==> src/rtl/div_pkg.sv <==
package div_pkg;
  typedef enum logic {OP_DIV = 1'b0, OP_MOD = 1'b1} div_op_e;

  typedef enum logic [1:0] {ST_IDLE = 2'd0, ST_RUN = 2'd1, ST_FIN = 2'd2} div_st_e;

  typedef struct packed {
    div_op_e op;
    logic    sgn;
    logic    word;
    logic    ext;
    logic    oe;
    logic    rc;
    logic    q_neg;
    logic    r_neg;
    logic    early_ov;
  } div_ctx_t;
endpackage

==> src/rtl/div_prep.sv <==
module div_prep
  import div_pkg::*;
#(
  parameter int XLEN = 64
) (
  input  div_op_e           op_i,
  input  logic              sgn_i,
  input  logic              word_i,
  input  logic              ext_i,
  input  logic [XLEN-1:0]   a_i,
  input  logic [XLEN-1:0]   b_i,
  output logic [XLEN-1:0]   hi_o,
  output logic [XLEN-1:0]   lo_o,
  output logic [XLEN-1:0]   den_o,
  output logic              q_neg_o,
  output logic              r_neg_o,
  output logic              early_ov_o
);
  localparam int HW = XLEN / 2;
  localparam logic [XLEN-1:0] FULL_MIN = {1'b1, {(XLEN-1){1'b0}}};
  localparam logic [XLEN-1:0] HALF_MIN = {{HW{1'b0}}, 1'b1, {(HW-1){1'b0}}};
  localparam logic [XLEN-1:0] ONE      = {{(XLEN-1){1'b0}}, 1'b1};

  logic [XLEN-1:0] a_x, b_x, mag_a, mag_b;
  logic            neg_a, neg_b, ext_eff, zero_div, min_neg1, fit_pre;

  always_comb begin
    if (word_i) begin
      a_x = {{HW{sgn_i & a_i[HW-1]}}, a_i[HW-1:0]};
      b_x = {{HW{sgn_i & b_i[HW-1]}}, b_i[HW-1:0]};
    end else begin
      a_x = a_i;
      b_x = b_i;
    end
    neg_a    = sgn_i & a_x[XLEN-1];
    neg_b    = sgn_i & b_x[XLEN-1];
    mag_a    = neg_a ? (~a_x + ONE) : a_x;
    mag_b    = neg_b ? (~b_x + ONE) : b_x;
    ext_eff  = ext_i & (op_i == OP_DIV);
    zero_div = (mag_b == '0);
    // most-negative / -1 at the active width
    min_neg1 = neg_a & neg_b & (mag_b == ONE) & (mag_a == (word_i ? HALF_MIN : FULL_MIN));
    // extended quotient magnitude reaches 2^W when |a| >= |b|
    fit_pre  = ext_eff & (mag_a >= mag_b);
    early_ov_o = zero_div | min_neg1 | fit_pre;

    if (ext_eff && !word_i) begin
      hi_o = mag_a;
      lo_o = '0;
    end else if (ext_eff) begin
      hi_o = '0;
      lo_o = mag_a << HW;
    end else begin
      hi_o = '0;
      lo_o = mag_a;
    end
    den_o   = mag_b;
    q_neg_o = neg_a ^ neg_b;
    r_neg_o = neg_a;
  end
endmodule

==> src/rtl/div_core.sv <==
module div_core #(
  parameter int N = 64
) (
  input  logic          clk_i,
  input  logic          rst_ni,
  input  logic          load_i,
  input  logic          step_i,
  input  logic [N-1:0]  hi_i,
  input  logic [N-1:0]  lo_i,
  input  logic [N-1:0]  den_i,
  output logic [N-1:0]  quo_o,
  output logic [N-1:0]  rem_o
);
  logic [N-1:0] rem_q, dq_q, den_q;
  logic [N:0]   trial, diff;

  always_comb begin
    trial = {rem_q, dq_q[N-1]};
    diff  = trial - {1'b0, den_q};
  end

  always_ff @(posedge clk_i or negedge rst_ni) begin
    if (!rst_ni) begin
      rem_q <= '0;
      dq_q  <= '0;
      den_q <= '0;
    end else if (load_i) begin
      rem_q <= hi_i;
      dq_q  <= lo_i;
      den_q <= den_i;
    end else if (step_i) begin
      if (!diff[N]) begin
        rem_q <= diff[N-1:0];
        dq_q  <= {dq_q[N-2:0], 1'b1};
      end else begin
        rem_q <= trial[N-1:0];
        dq_q  <= {dq_q[N-2:0], 1'b0};
      end
    end
  end

  assign quo_o = dq_q;
  assign rem_o = rem_q;

  AST_HI_BELOW_DEN: assert property (@(posedge clk_i) disable iff (!rst_ni)
    load_i |-> (hi_i < den_i));
  AST_REM_BOUND: assert property (@(posedge clk_i) disable iff (!rst_ni)
    step_i |=> (rem_q < den_q));
endmodule

==> src/rtl/div_post.sv <==
module div_post
  import div_pkg::*;
#(
  parameter int XLEN = 64
) (
  input  div_ctx_t          ctx_i,
  input  logic [XLEN-1:0]   quo_i,
  input  logic [XLEN-1:0]   rem_i,
  output logic [XLEN-1:0]   res_o,
  output logic              ov_o,
  output logic [2:0]        cr_o
);
  localparam int HW = XLEN / 2;
  localparam logic [XLEN-1:0] FULL_MIN = {1'b1, {(XLEN-1){1'b0}}};
  localparam logic [XLEN-1:0] HALF_MIN = {{HW{1'b0}}, 1'b1, {(HW-1){1'b0}}};

  logic [XLEN-1:0] mag, val, lim;
  logic            neg, is_div, fit_ov, msb, zero;

  always_comb begin
    is_div = (ctx_i.op == OP_DIV);
    mag    = is_div ? quo_i : rem_i;
    neg    = is_div ? ctx_i.q_neg : ctx_i.r_neg;
    val    = neg ? (~mag + 1'b1) : mag;
    lim    = ctx_i.word ? HALF_MIN : FULL_MIN;
    // negative side admits one more magnitude than positive
    fit_ov = is_div & ctx_i.ext & ctx_i.sgn & (neg ? (mag > lim) : (mag >= lim));
    ov_o   = ctx_i.early_ov | fit_ov;
    if (ov_o)            res_o = '0;
    else if (ctx_i.word) res_o = {{HW{1'b0}}, val[HW-1:0]};
    else                 res_o = val;
    msb  = ctx_i.word ? res_o[HW-1] : res_o[XLEN-1];
    zero = (res_o == '0);
    cr_o = {msb, ~msb & ~zero, zero};
  end
endmodule

==> src/rtl/int_div_unit.sv <==
module int_div_unit
  import div_pkg::*;
#(
  parameter int XLEN = 64
) (
  input  logic              clk_i,
  input  logic              rst_ni,
  input  logic              start_i,
  input  logic              op_i,
  input  logic              sgn_i,
  input  logic              word_i,
  input  logic              ext_i,
  input  logic              oe_i,
  input  logic              rc_i,
  input  logic [XLEN-1:0]   a_i,
  input  logic [XLEN-1:0]   b_i,
  output logic              busy_o,
  output logic              done_o,
  output logic [XLEN-1:0]   result_o,
  output logic              ov_o,
  output logic              ov_we_o,
  output logic [2:0]        cr_o,
  output logic              cr_we_o
);
  localparam int CW = $clog2(XLEN);
  localparam logic [CW-1:0] LAST = CW'(XLEN - 1);

  div_st_e         state_q;
  logic [CW-1:0]   cnt_q;
  div_ctx_t        ctx_q;
  logic            accept, early_ov, q_neg, r_neg, post_ov;
  logic [XLEN-1:0] hi, lo, den, quo, rem, post_res;
  logic [2:0]      post_cr;

  assign accept = start_i & (state_q == ST_IDLE);

  div_prep #(.XLEN(XLEN)) u_prep (
    .op_i       (div_op_e'(op_i)),
    .sgn_i      (sgn_i),
    .word_i     (word_i),
    .ext_i      (ext_i),
    .a_i        (a_i),
    .b_i        (b_i),
    .hi_o       (hi),
    .lo_o       (lo),
    .den_o      (den),
    .q_neg_o    (q_neg),
    .r_neg_o    (r_neg),
    .early_ov_o (early_ov)
  );

  div_core #(.N(XLEN)) u_core (
    .clk_i  (clk_i),
    .rst_ni (rst_ni),
    .load_i (accept & ~early_ov),
    .step_i (state_q == ST_RUN),
    .hi_i   (hi),
    .lo_i   (lo),
    .den_i  (den),
    .quo_o  (quo),
    .rem_o  (rem)
  );

  div_post #(.XLEN(XLEN)) u_post (
    .ctx_i (ctx_q),
    .quo_i (quo),
    .rem_i (rem),
    .res_o (post_res),
    .ov_o  (post_ov),
    .cr_o  (post_cr)
  );

  always_ff @(posedge clk_i or negedge rst_ni) begin
    if (!rst_ni) begin
      state_q <= ST_IDLE;
      cnt_q   <= '0;
      ctx_q   <= '0;
    end else begin
      unique case (state_q)
        ST_IDLE: if (accept) begin
          ctx_q   <= '{op: div_op_e'(op_i), sgn: sgn_i, word: word_i, ext: ext_i,
                       oe: oe_i, rc: rc_i, q_neg: q_neg, r_neg: r_neg, early_ov: early_ov};
          cnt_q   <= '0;
          state_q <= early_ov ? ST_FIN : ST_RUN;
        end
        ST_RUN: begin
          cnt_q <= cnt_q + 1'b1;
          if (cnt_q == LAST) state_q <= ST_FIN;
        end
        ST_FIN:  state_q <= ST_IDLE;
        default: state_q <= ST_IDLE;
      endcase
    end
  end

  always_comb begin
    done_o   = (state_q == ST_FIN);
    busy_o   = (state_q != ST_IDLE);
    result_o = done_o ? post_res : '0;
    ov_o     = done_o & post_ov;
    cr_o     = done_o ? post_cr : 3'b000;
    ov_we_o  = done_o & (ctx_q.op == OP_DIV) & ctx_q.oe;
    cr_we_o  = done_o & (ctx_q.op == OP_DIV) & ctx_q.rc;
  end

  AST_EARLY_DONE: assert property (@(posedge clk_i) disable iff (!rst_ni)
    (accept && early_ov) |=> done_o);
  AST_DONE_PULSE: assert property (@(posedge clk_i) disable iff (!rst_ni)
    done_o |=> !done_o);
  AST_MOD_NO_FLAGS: assert property (@(posedge clk_i) disable iff (!rst_ni)
    (done_o && ctx_q.op == OP_MOD) |-> (!ov_we_o && !cr_we_o));
  AST_OV_ZERO: assert property (@(posedge clk_i) disable iff (!rst_ni)
    (done_o && ov_o) |-> (result_o == '0 && cr_o == 3'b001));
  AST_BUSY_HOLD: assert property (@(posedge clk_i) disable iff (!rst_ni)
    (busy_o && start_i) |=> $stable(ctx_q));
endmodule

==> config.mk <==
export PLATFORM = sky130hd
export DESIGN_NAME = int_div_unit
export DESIGN_NICKNAME = d
export VERILOG_FILES = /design/src/rtl/div_pkg.sv /design/src/rtl/div_prep.sv /design/src/rtl/div_core.sv /design/src/rtl/div_post.sv /design/src/rtl/int_div_unit.sv
export SDC_FILE = /design/constraint.sdc
export NUM_CORES = 1
export LEC_CHECK = 0
export ABC_CLOCK_PERIOD_IN_PS = 5800
export BUFFER_PORTS_ARGS = -buffer_cell sky130_fd_sc_hd__buf_2
export CAP_MARGIN = 20
export CORE_MARGIN = 5
export CORE_UTILIZATION = 35
export CTS_CLUSTER_SIZE = 12
export DETAILED_ROUTE_END_ITERATION = 10
export PLACE_DENSITY = 0.48
export SLEW_MARGIN = 20
export SYNTH_ARGS = -nofsm -noshare
export SYNTH_HDL_FRONTEND = slang
export SYNTH_SLANG_ARGS = --single-unit
==> constraint.sdc <==
create_clock -name clk_i -period 5.8 [get_ports clk_i]
set_input_delay 0.58 -clock clk_i [delete_from_list [all_inputs] [get_ports clk_i]]
set_output_delay 0.58 -clock clk_i [all_outputs]
set_load 0.01 [all_outputs]
[Word level (Yosys, flattened, before mapping)]
Cells that the tools add are included.
W data, S select, Z words.
Storage, ports and cells
  register bits: 209
  output and inout bits: 72
Operators by class
  add/sub/neg operators: 5
  $lt $le $gt $ge: 3
  eq/ne operators: 7
  mux-type cells: 30
  bitwise logic cells: 31
  reduce and logical (&&, ||, !) cells: 11
Operators by type and width (count)
  $mux W64: 19
  $add A64 B1 Y64 const B: 3
  $not A64 Y64: 3
  $ge A64 B64 Y1: 2
  $logic_not A64 Y1: 2
  $sub A65 B64 Y65: 1
  $eq A64 B1 Y1 const B: 1
  $eq A64 B64 Y1: 1
  $gt A64 B64 Y1: 1
  $and A1 B1 Y1: 19
  $pmux W6 S2: 1
  $add A6 B1 Y6 const B: 1
  $eq A6 B6 Y1 const B: 1
  $mux W2: 3
  $mux W6: 1
  $reduce_and A2 Y1: 3
  $reduce_bool A2 Y1: 3
  $not A1 Y1: 5
  $mux W1: 4
  $ne A2 B2 Y1 const B: 2
  $pmux W2 S2: 1
  $mux W3: 1
  $or A1 B1 Y1: 3
  $eq A2 B1 Y1 const B: 1
  other kinds (5): 5

[Logic depth before layout (Yosys ltp)]
Gate-level depths: netlist of the first run.
  word-level depth: 13
  gate-level depth with buffers: 26

[Cells and area by module]
Synthesis of the first run repeated with hierarchy kept, for this count alone.
Second synthesis, totals
  cells, all modules: 3621
  area, all modules: 26384.1 µm²
By module, submodules not included
  div_core: instances 1, cells each 1515, area each 12749.7 µm², seq. area each 4804.6 µm²
  div_prep: instances 1, cells each 1284, area each 7825.0 µm², seq. area each 0.0 µm²
  div_post: instances 1, cells each 685, area each 4576.9 µm², seq. area each 0.0 µm²
  int_div_unit: instances 1, cells each 137, area each 1232.4 µm², seq. area each 425.4 µm²

[Worst setup path before layout of the first run]
OpenSTA, ideal clock, no wires.
  path kind: register to output
  start: reg ctx_q[8] in the netlist's numbering
  end: out cr_o[0]
  data arrival time: 4690 ps
  slack: 530 ps
  cell stages (with the launch flop): 21
  cell sequence: dfrtp_1 > buf_2 > buf_6 > buf_4 > clkbuf_1 > buf_2 > buf_2 > buf_2 > mux2i_1 > ha_1 > nand4bb_1 > or3_1 > clkbuf_1 > or3_1 > nor3b_1 > nor2_1 > xnor2_1 > or4_1 > nor4_1 > and3_1 > o31a_1
Between the ends
  longest elaborated chain between the ends: 8
RTL lines
  from (decl): line int_div_unit.sv:30  | div_ctx_t ctx_q;
  from (signal assigned): line int_div_unit.sv:81  | ctx_q <= '{op: div_op_e'(op_i), sgn: sgn_i, word: word_i, ext: ext_i,
  $mux W64 / $not A1 Y1 (equally long branches): line div_post.sv:22, div_post.sv:21
  $ge A64 B64 Y1 (tied with other cells): line div_post.sv:27  | fit_ov = is_div & ctx_i.ext & ctx_i.sgn & (neg ? (mag > lim) : (mag >= lim));
  $mux W1 (tied with other cells): line div_post.sv:27
  $and A1 B1 Y1 / $mux W64 (equally long branches): line div_post.sv:27, div_post.sv:24
  $or A1 B1 Y1 / $mux W64 (equally long branches): line div_post.sv:28, div_post.sv:30
  $mux W64 *: line div_post.sv:29  | if (ov_o) res_o = '0;
  $logic_not A64 Y1 *: line div_post.sv:33  | zero = (res_o == '0);
  $mux W3 *: line int_div_unit.sv:101  | cr_o = done_o ? post_cr : 3'b000;
  to (decl): line int_div_unit.sv:22  | output logic [2:0] cr_o,
Every way passes the cells marked *; elsewhere a longest branch is shown, timed or not.

[Worst setup path after layout of the first run]
Same ends and word-level chain as after synthesis.

==> tab_implementation.tex, run 1 <==
\begin{tabular}{lr}
\hline
Metric & Value \\
\hline
\multicolumn{2}{l}{\textbf{Critical path}} \\
Longest individual stage delay on the worst path & 0.55 ns \\
Critical Path Fanout Max & 19 \\
Worst Path Required & 5.22 ns \\
Setup CP Type & flop to primary output \\
Cell at the slowest stage of the critical path & or3b\_2 \\
Combined buffer and inverter count along the critical path & 3 \\
Worst path cell trace & buf\_12, mux2i\_2, o211ai\_1, or3b\_2, or3\_1, buf\_4, or3\_1, nor2\_1, mux2i\_1, nor3\_1, a31oi\_1, nor3\_1, and3\_1, o31a\_1, buf\_2 \\
Count of cells along the worst register-to-register path & 14 \\
Reg2Reg Capture Point & u\_core.rem\_o[39] \\
Worst setup EP type & primary output \\
Source of the worst register-to-register timing path & u\_core.den\_q[12] \\
Register-to-Register Setup Slack & 0.81 ns \\
Largest delay share family, worst path & simple AND/OR/NAND/NOR gates \\
Crit start category & flop \\
Data arrival time of the worst path & 5.04 ns \\
\multicolumn{2}{l}{\textbf{Yosys}} \\
Number of cells produced by synthesis & 3315 \\
Count of cell types in the netlist & 89 \\
Post-synth net total & 3590 \\
Sequential share of the synthesized area & 21.4\% \\
Synthesized area & 24400 sq um \\
Top FF cell, synth & dfrtp\_1 \\
Synth warnings & 0 \\
Total of flip-flops plus latches after synthesis & 209 \\
Syn\_area\_per\_cell & 7.37 sq um \\
Synth async-reset ratio & 100\% \\
Number of flops mapped to enable cells by yosys & 0 \\
\multicolumn{2}{l}{\textbf{STA}} \\
Period utilisation layout & 96.9\% \\
Count of endpoints failing hold in the final timing report & 0 \\
Post-route minimum period & 5.62 ns \\
Achievable Freq & 0.178 GHz \\
Transition time of the tightest slew-check pin & 1.10 ns \\
Relative slew slack & 26.1\% \\
Max Slew Vio Count & 0 \\
Number of endpoints failing setup at the final stage & 0 \\
RSZ-0062 raised after global routing & false \\
Worst Skew & 0.0124 ns \\
\multicolumn{2}{l}{\textbf{Floorplan}} \\
Ports & 209 \\
Core Area & 68900 sq um \\
Effective utilization at floorplan & 35.5\% \\
Vertical die dimension & 274 um \\
Area of the die & 75200 sq um \\
Die Span X & 274 um \\
\# rows & 96 \\
\multicolumn{2}{l}{\textbf{Cells and area}} \\
Finished layout cell area & 29400 sq um \\
Final cell count without fillers & 4625 \\
End-of-flow core utilization & 42.7\% \\
Most used cells in the layout excluding fill and tap cells & nor2\_1, buf\_4, nand2\_1 \\
Total Nets Final & 3943 \\
Synth-to-layout area growth & 20.4\% \\
Most common cell after layout, fill and taps aside & nor2\_1 \\
Fraction of layout cells with a size suffix above 1 & 18.8\% \\
\multicolumn{2}{l}{\textbf{Detailed routing}} \\
Routed length per instance & 24.7 um \\
DRT iter0 DRCs & 2522 \\
Vias per inst & 5.92 \\
Detailed-route DRC error count & 0 \\
Number of iterations in the first detailed-routing pass & 6 \\
Via Count & 27400 \\
Final wirelength & 114000 um \\
Detail Route Antenna Nets & 0 \\
\multicolumn{2}{l}{\textbf{Clock tree}} \\
CTS tree & yes \\
Clock net sink count & 209 \\
Clock latency of the later-clocked register in the worst-skew pair & 0.55 ns \\
Master cell of the clock root buffer & clkbuf\_16 \\
Clock edge transition at the registers on the reported setup and hold paths & 0.06 ns \\
Maximum level of the CTS H-tree & 1 \\
Number of clock buffers inserted by TritonCTS & 26 \\
Clock tree buffer depth & 3 \\
Post-CTS Hold Fix Bufs & 0 \\
\multicolumn{2}{l}{\textbf{Global routing}} \\
Global-route usage over all layers & 29.0\% \\
Number of global-route vias before repair & 26000 \\
Antenna violations before repair & 13 \\
Pin count of the biggest net entering global routing & 109 \\
First-pass GRT wire length & 168000 um \\
GR Overflow Total & 0 \\
\multicolumn{2}{l}{\textbf{Hold path}} \\
Class of the tightest hold or removal check & input port to async pin \\
\multicolumn{2}{l}{\textbf{Pwr}} \\
Final total power & 17.4 mW \\
Total power density per cell area & 591 nW/um\^{}2 \\
Leakage power & 12.9 nW \\
IR drop worst, VDD & 0.000397 V \\
\multicolumn{2}{l}{\textbf{Placed design}} \\
Gpl congestion & 0.959 \\
Post-detailed-placement cell area & 28500 sq um \\
Detailed-placement wirelength estimate & 93100 um \\
Inst Count DP & 4566 \\
Port bufs & 208 \\
\multicolumn{2}{l}{\textbf{Run}} \\
Max-Cap Viols & 0 \\
\multicolumn{2}{l}{\textbf{Outcome}} \\
Status & complete, no violations \\
\hline
\end{tabular}
==> where the power goes <==
group,total [mW],switching (mW),internal [mW]
Combinational,12.6,7.38,5.25
Sequential,3.18,0.908,2.27
Clock,1.61,0.677,0.929
==> layer usage <==
layer	vias up	track usage [%]	wire length [um]
li1	12900	-	-
met1	13200	42.4	52500
met2	1072	45.5	50100
met3	164	2.91	7700
met4	10	8.24	3670
met5	-	0	62
==> sequential cells by signal, summed over array words and instances (netlist names) <==
| register | flops |
|---|---|
| cnt_q | 6 |
| ctx_q | 9 |
| state_q | 2 |
| u_core.den_q | 64 |
| u_core.quo_o | 64 |
| u_core.rem_o | 64 |
==> synth_stat cells (all sizes together), types with 8 or more instances <==
| cell type | n | area, sq um |
|---|---|---|
| or4 | 26 | 203 |
| xor2 | 96 | 841 |
| o311ai | 8 | 70.1 |
| and2 | 20 | 125 |
| nand4 | 55 | 357 |
| or2 | 13 | 81.3 |
| nor3b | 21 | 158 |
| o211ai | 31 | 238 |
| o41ai | 17 | 149 |
| buf | 66 | 330 |
| ha | 137 | 1710 |
| a21o | 47 | 353 |
| a31o | 28 | 245 |
| nor2b | 31 | 194 |
| a31oi | 58 | 363 |
| or3 | 34 | 213 |
| clkbuf | 154 | 578 |
| nor4 | 54 | 393 |
| o21bai | 12 | 90.1 |
| a221oi | 8 | 70.1 |
| nand2b | 27 | 169 |
| mux2i | 131 | 1310 |
| o21ai | 277 | 1390 |
| a21oi | 248 | 1240 |
| dfrtp | 209 | 5230 |
| a41oi | 10 | 87.6 |
| and4 | 9 | 78.8 |
| a41o | 9 | 90.1 |
| a2bb2oi | 37 | 324 |
| nor2 | 331 | 1240 |
| nand2 | 296 | 1110 |
| mux2 | 13 | 146 |
| or3b | 14 | 123 |
| o21a | 13 | 97.6 |
| a211oi | 40 | 305 |
| nor3 | 114 | 586 |
| a21boi | 10 | 75.1 |
| a221o | 24 | 240 |
| and3 | 26 | 163 |
| o31ai | 40 | 319 |
| inv | 155 | 582 |
| nand3 | 122 | 611 |
| xnor2 | 145 | 1280 |
==> worst max path at each step <==
stage	from	cells after the start	to
after floorplan	ctx_q[8]	20	cr_o[0]
after global placement	word_i	23	u_core.quo_o[16]
after detailed placement	a_i[17]	23	u_core.quo_o[5]
after CTS	ctx_q[8]	15	cr_o[0]
after global routing	ctx_q[8]	16	cr_o[0]
final	ctx_q[8]	15	cr_o[0]
==> repair_timing <==
| item | in CTS | in global routing |
|---|---|---|
| endpoints found under the setup margin | 2 | 2 |
| gates resized for setup | 2 | 7 |
| setup buffers | 5 | 0 |
==> per-stage QoR <==
stage	worst slack (ns)	hold slack, ns	TNS, ns
after floorplan	0.530	0.284	0
after global placement	-0.669	0.450	-105.69
after detailed placement	-0.164	0.468	-3.49
after CTS	0.113	0.0679	0
after global routing	0.00707	0.0783	0
final	0.181	0.0143	0
==> cells by family (layout without fill, tap and decap cells) <==
kind of cell               Yosys count  after routing  synth area share [%]
DFF                                209            209                  21.4
other                                0              9                     0
muxes                              144            144                  5.96
AOI/OAI and AO/OA                  995            995                  26.3
xor gates and xnor gates           241            241                  8.67
and+or+nand+nor                   1212           1212                  24.5
adders and majority gates          138            138                  7.09
buffers and inverters              376            746                  6.11
==> layout make-up <==
class,instances,area (sq um)
Fill cell,7276,39500
Multi-Input combinational cell,2730,17800
Sequential cell,209,5230
Timing Repair Buffer,545,3780
Tap cell,931,1160
Clock buffer,34,732
Inverter,156,586
Clock inverter,11,93.8
Antenna cell,9,22.5
(Power assumes the default switching activity.)
==> run 2, diff against run 1 <==
BUFFER_PORTS_ARGS = not set   (was -buffer_cell sky130_fd_sc_hd__buf_2)
DONT_BUFFER_PORTS = 1   (was not set)
PLACE_DENSITY = 0.45   (was 0.48)
==> tab_implementation.tex, run 2 (synthesis gave the netlist of run 1 again) <==
\begin{tabular}{lr}
\hline
Metric & Value \\
\hline
\multicolumn{2}{l}{\textbf{Pwr}} \\
Part of the total power dissipated in the clock network & 9.7\% \\
Net switching fraction of the power & 51.6\% \\
Internal power consumption & 8.48 mW \\
Net switching component of the power & 9.05 mW \\
Leakage power & 11.7 nW \\
Sequential cell fraction of total power & 18.4\% \\
Final total power & 17.5 mW \\
Total power density per cell area & 628 nW/um\^{}2 \\
IR drop worst, VDD & 0.000482 V \\
Logic gate share of total power & 71.9\% \\
\multicolumn{2}{l}{\textbf{Floorplan}} \\
\# rows & 96 \\
Effective utilization at floorplan & 35.5\% \\
Vertical die dimension & 274 um \\
Area of the die & 75200 sq um \\
Ports & 209 \\
Die Span X & 274 um \\
Core Area & 68900 sq um \\
\multicolumn{2}{l}{\textbf{Detailed routing}} \\
Vias per inst & 6.03 \\
Routed length per instance & 26.3 um \\
Number of iterations in the first detailed-routing pass & 6 \\
Detailed-route DRC error count & 0 \\
DRT iter0 DRCs & 2466 \\
Via Count & 26200 \\
Detail Route Antenna Nets & 0 \\
Final wirelength & 114000 um \\
\multicolumn{2}{l}{\textbf{Hold path}} \\
Cell depth of the worst hold path & 2 \\
Class of the tightest hold or removal check & input port to flop \\
\multicolumn{2}{l}{\textbf{Critical path}} \\
Worst setup EP type & primary output \\
Cell depth of the worst setup path & 16 \\
Critical Path Fanout Max & 21 \\
Longest individual stage delay on the worst path & 0.53 ns \\
Largest delay share family, worst path & simple AND/OR/NAND/NOR gates \\
Setup CP Type & flop to primary output \\
Combined buffer and inverter count along the critical path & 4 \\
Cell at the slowest stage of the critical path & or3b\_2 \\
Crit start category & flop \\
Worst path cell trace & buf\_6, buf\_6, or3b\_2, and2\_1, o21bai\_1, or2\_2, or3b\_2, o31ai\_1, buf\_4, xor2\_1, nand4\_1, or4\_1, nor4\_1, and3\_1, o2bb2ai\_1, buf\_4 \\
Data arrival time of the worst path & 5.03 ns \\
Count of cells along the worst register-to-register path & 19 \\
Worst Path Required & 5.22 ns \\
\multicolumn{2}{l}{\textbf{Clock tree}} \\
Maximum level of the CTS H-tree & 1 \\
Clock net sink count & 209 \\
Clock tree buffer depth & 3 \\
Master cell of the clock root buffer & clkbuf\_16 \\
CTS tree & yes \\
Clock latency of the later-clocked register in the worst-skew pair & 0.56 ns \\
Number of clock buffers inserted by TritonCTS & 25 \\
Clock edge transition at the registers on the reported setup and hold paths & 0.06 ns \\
\multicolumn{2}{l}{\textbf{STA}} \\
Achievable Freq & 0.178 GHz \\
Relative slew slack & 26.6\% \\
Number of endpoints failing setup at the final stage & 0 \\
Final WS setup & 0.189 ns \\
Period utilisation layout & 96.7\% \\
RSZ-0062 raised after global routing & false \\
Max Slew Vio Count & 0 \\
Post-route minimum period & 5.61 ns \\
Worst Skew & 0.0235 ns \\
Count of endpoints failing hold in the final timing report & 0 \\
Transition time of the tightest slew-check pin & 1.09 ns \\
\multicolumn{2}{l}{\textbf{Placed design}} \\
Gpl congestion & 0.957 \\
Port bufs & 0 \\
Place WS & -0.139 ns \\
Detailed-placement wirelength estimate & 91600 um \\
\multicolumn{2}{l}{\textbf{Outcome}} \\
Status & complete, no violations \\
\multicolumn{2}{l}{\textbf{Global routing}} \\
Number of global-route vias before repair & 24900 \\
GR Overflow Total & 0 \\
Antenna violations before repair & 5 \\
Pin count of the biggest net entering global routing & 210 \\
First-pass GRT wire length & 167000 um \\
Global-route usage over all layers & 29.0\% \\
\multicolumn{2}{l}{\textbf{Cells and area}} \\
Most used cells in the layout excluding fill and tap cells & nor2\_1, nand2\_1, o21ai\_0 \\
Synth-to-layout area growth & 14.2\% \\
Fraction of layout cells with a size suffix above 1 & 12.4\% \\
Most common cell after layout, fill and taps aside & nor2\_1 \\
Total Nets Final & 3672 \\
\multicolumn{2}{l}{\textbf{Run}} \\
Max-Cap Viols & 0 \\
\hline
\end{tabular}
==> run 2: cell type report <==
type                       count  area, sq um
antenna                        1         2.50
clock buffer                  37          751
clock inverter                 7          116
fill                        7295        41000
inverter                     156          586
multi-input combinational   2730        17800
sequential                   209         5230
tap                          931         1160
timing repair buffer         275         2240
==> run 2: worst register-to-register path, delay by kind of cell (launching register included) <==
family                     cells  cell delay [ns]
and+or+nand+nor                2             0.25
buffers and inverters          5             1.11
adders and majority gates      2             0.71
xor gates and xnor gates       1             0.51
DFF                            1             0.32
AOI/OAI and AO/OA              9             1.83
==> run 2: through the flow <==
| step | instances | TNS, ns | cell area, sq um | util [%] | hold WS, ns |
|---|---|---|---|---|---|
| finish | 4346 | 0 | 27900 | 40.5 | 0.146 |
| global route | 4345 | 0 | 27900 | 40.5 | 0.140 |
| CTS | 4336 | 0 | 27800 | 40.3 | 0.116 |
| detailed placement | 4290 | -3.35 | 26900 | 39.0 | 0.291 |
| global placement | 4289 | -2.57 | 26800 | 38.9 | 0.291 |
| floorplan | 3315 | 0 | 24400 | - | 0.284 |
==> run 2: power by group through the flow <==
stage               Combinational [mW]  Sequential, mW  Clock [mW]
floorplan                         9.06            2.77           0
global placement                  12.1            3.21           0
detailed placement                12.3            3.24           0
CTS                               12.4            3.20        1.73
global route                      13.9            3.31        1.77
finish                            12.6            3.23        1.70
==> run 2: what timing repair did <==
action | in CTS | in global routing
hold buffers | 1 | 1
gates resized for setup | 2 | 9
setup buffers | 1 | 7
pin swaps | 0 | 1
endpoints found under the hold margin | 209 | 71
endpoints found under the setup margin | 2 | 28
==> run 2: metal layers <==
layer | vias to the layer above | track usage (%) | part of all wire (%)
li1 | 12300 | - | -
met1 | 12700 | 42.1 | 46
met2 | 1036 | 44.4 | 43
met3 | 127 | 5.42 | 8.3
met4 | 2 | 7.09 | 2.7
met5 | - | 0 | 0.0079
==> run 2: final timing paths <==
check                                  from         endpoint  slack [ns]
max                                ctx_q[8]          cr_o[1]        0.19
min                                    rc_i         ctx_q[3]        0.15
max reg2reg                u_core.quo_o[63]  u_core.rem_o[1]        0.99
min reg2reg                        ctx_q[3]         ctx_q[3]        0.47
max in group asynchronous            rst_ni         ctx_q[8]        4.06
min in group asynchronous            rst_ni  u_core.den_q[7]        0.55
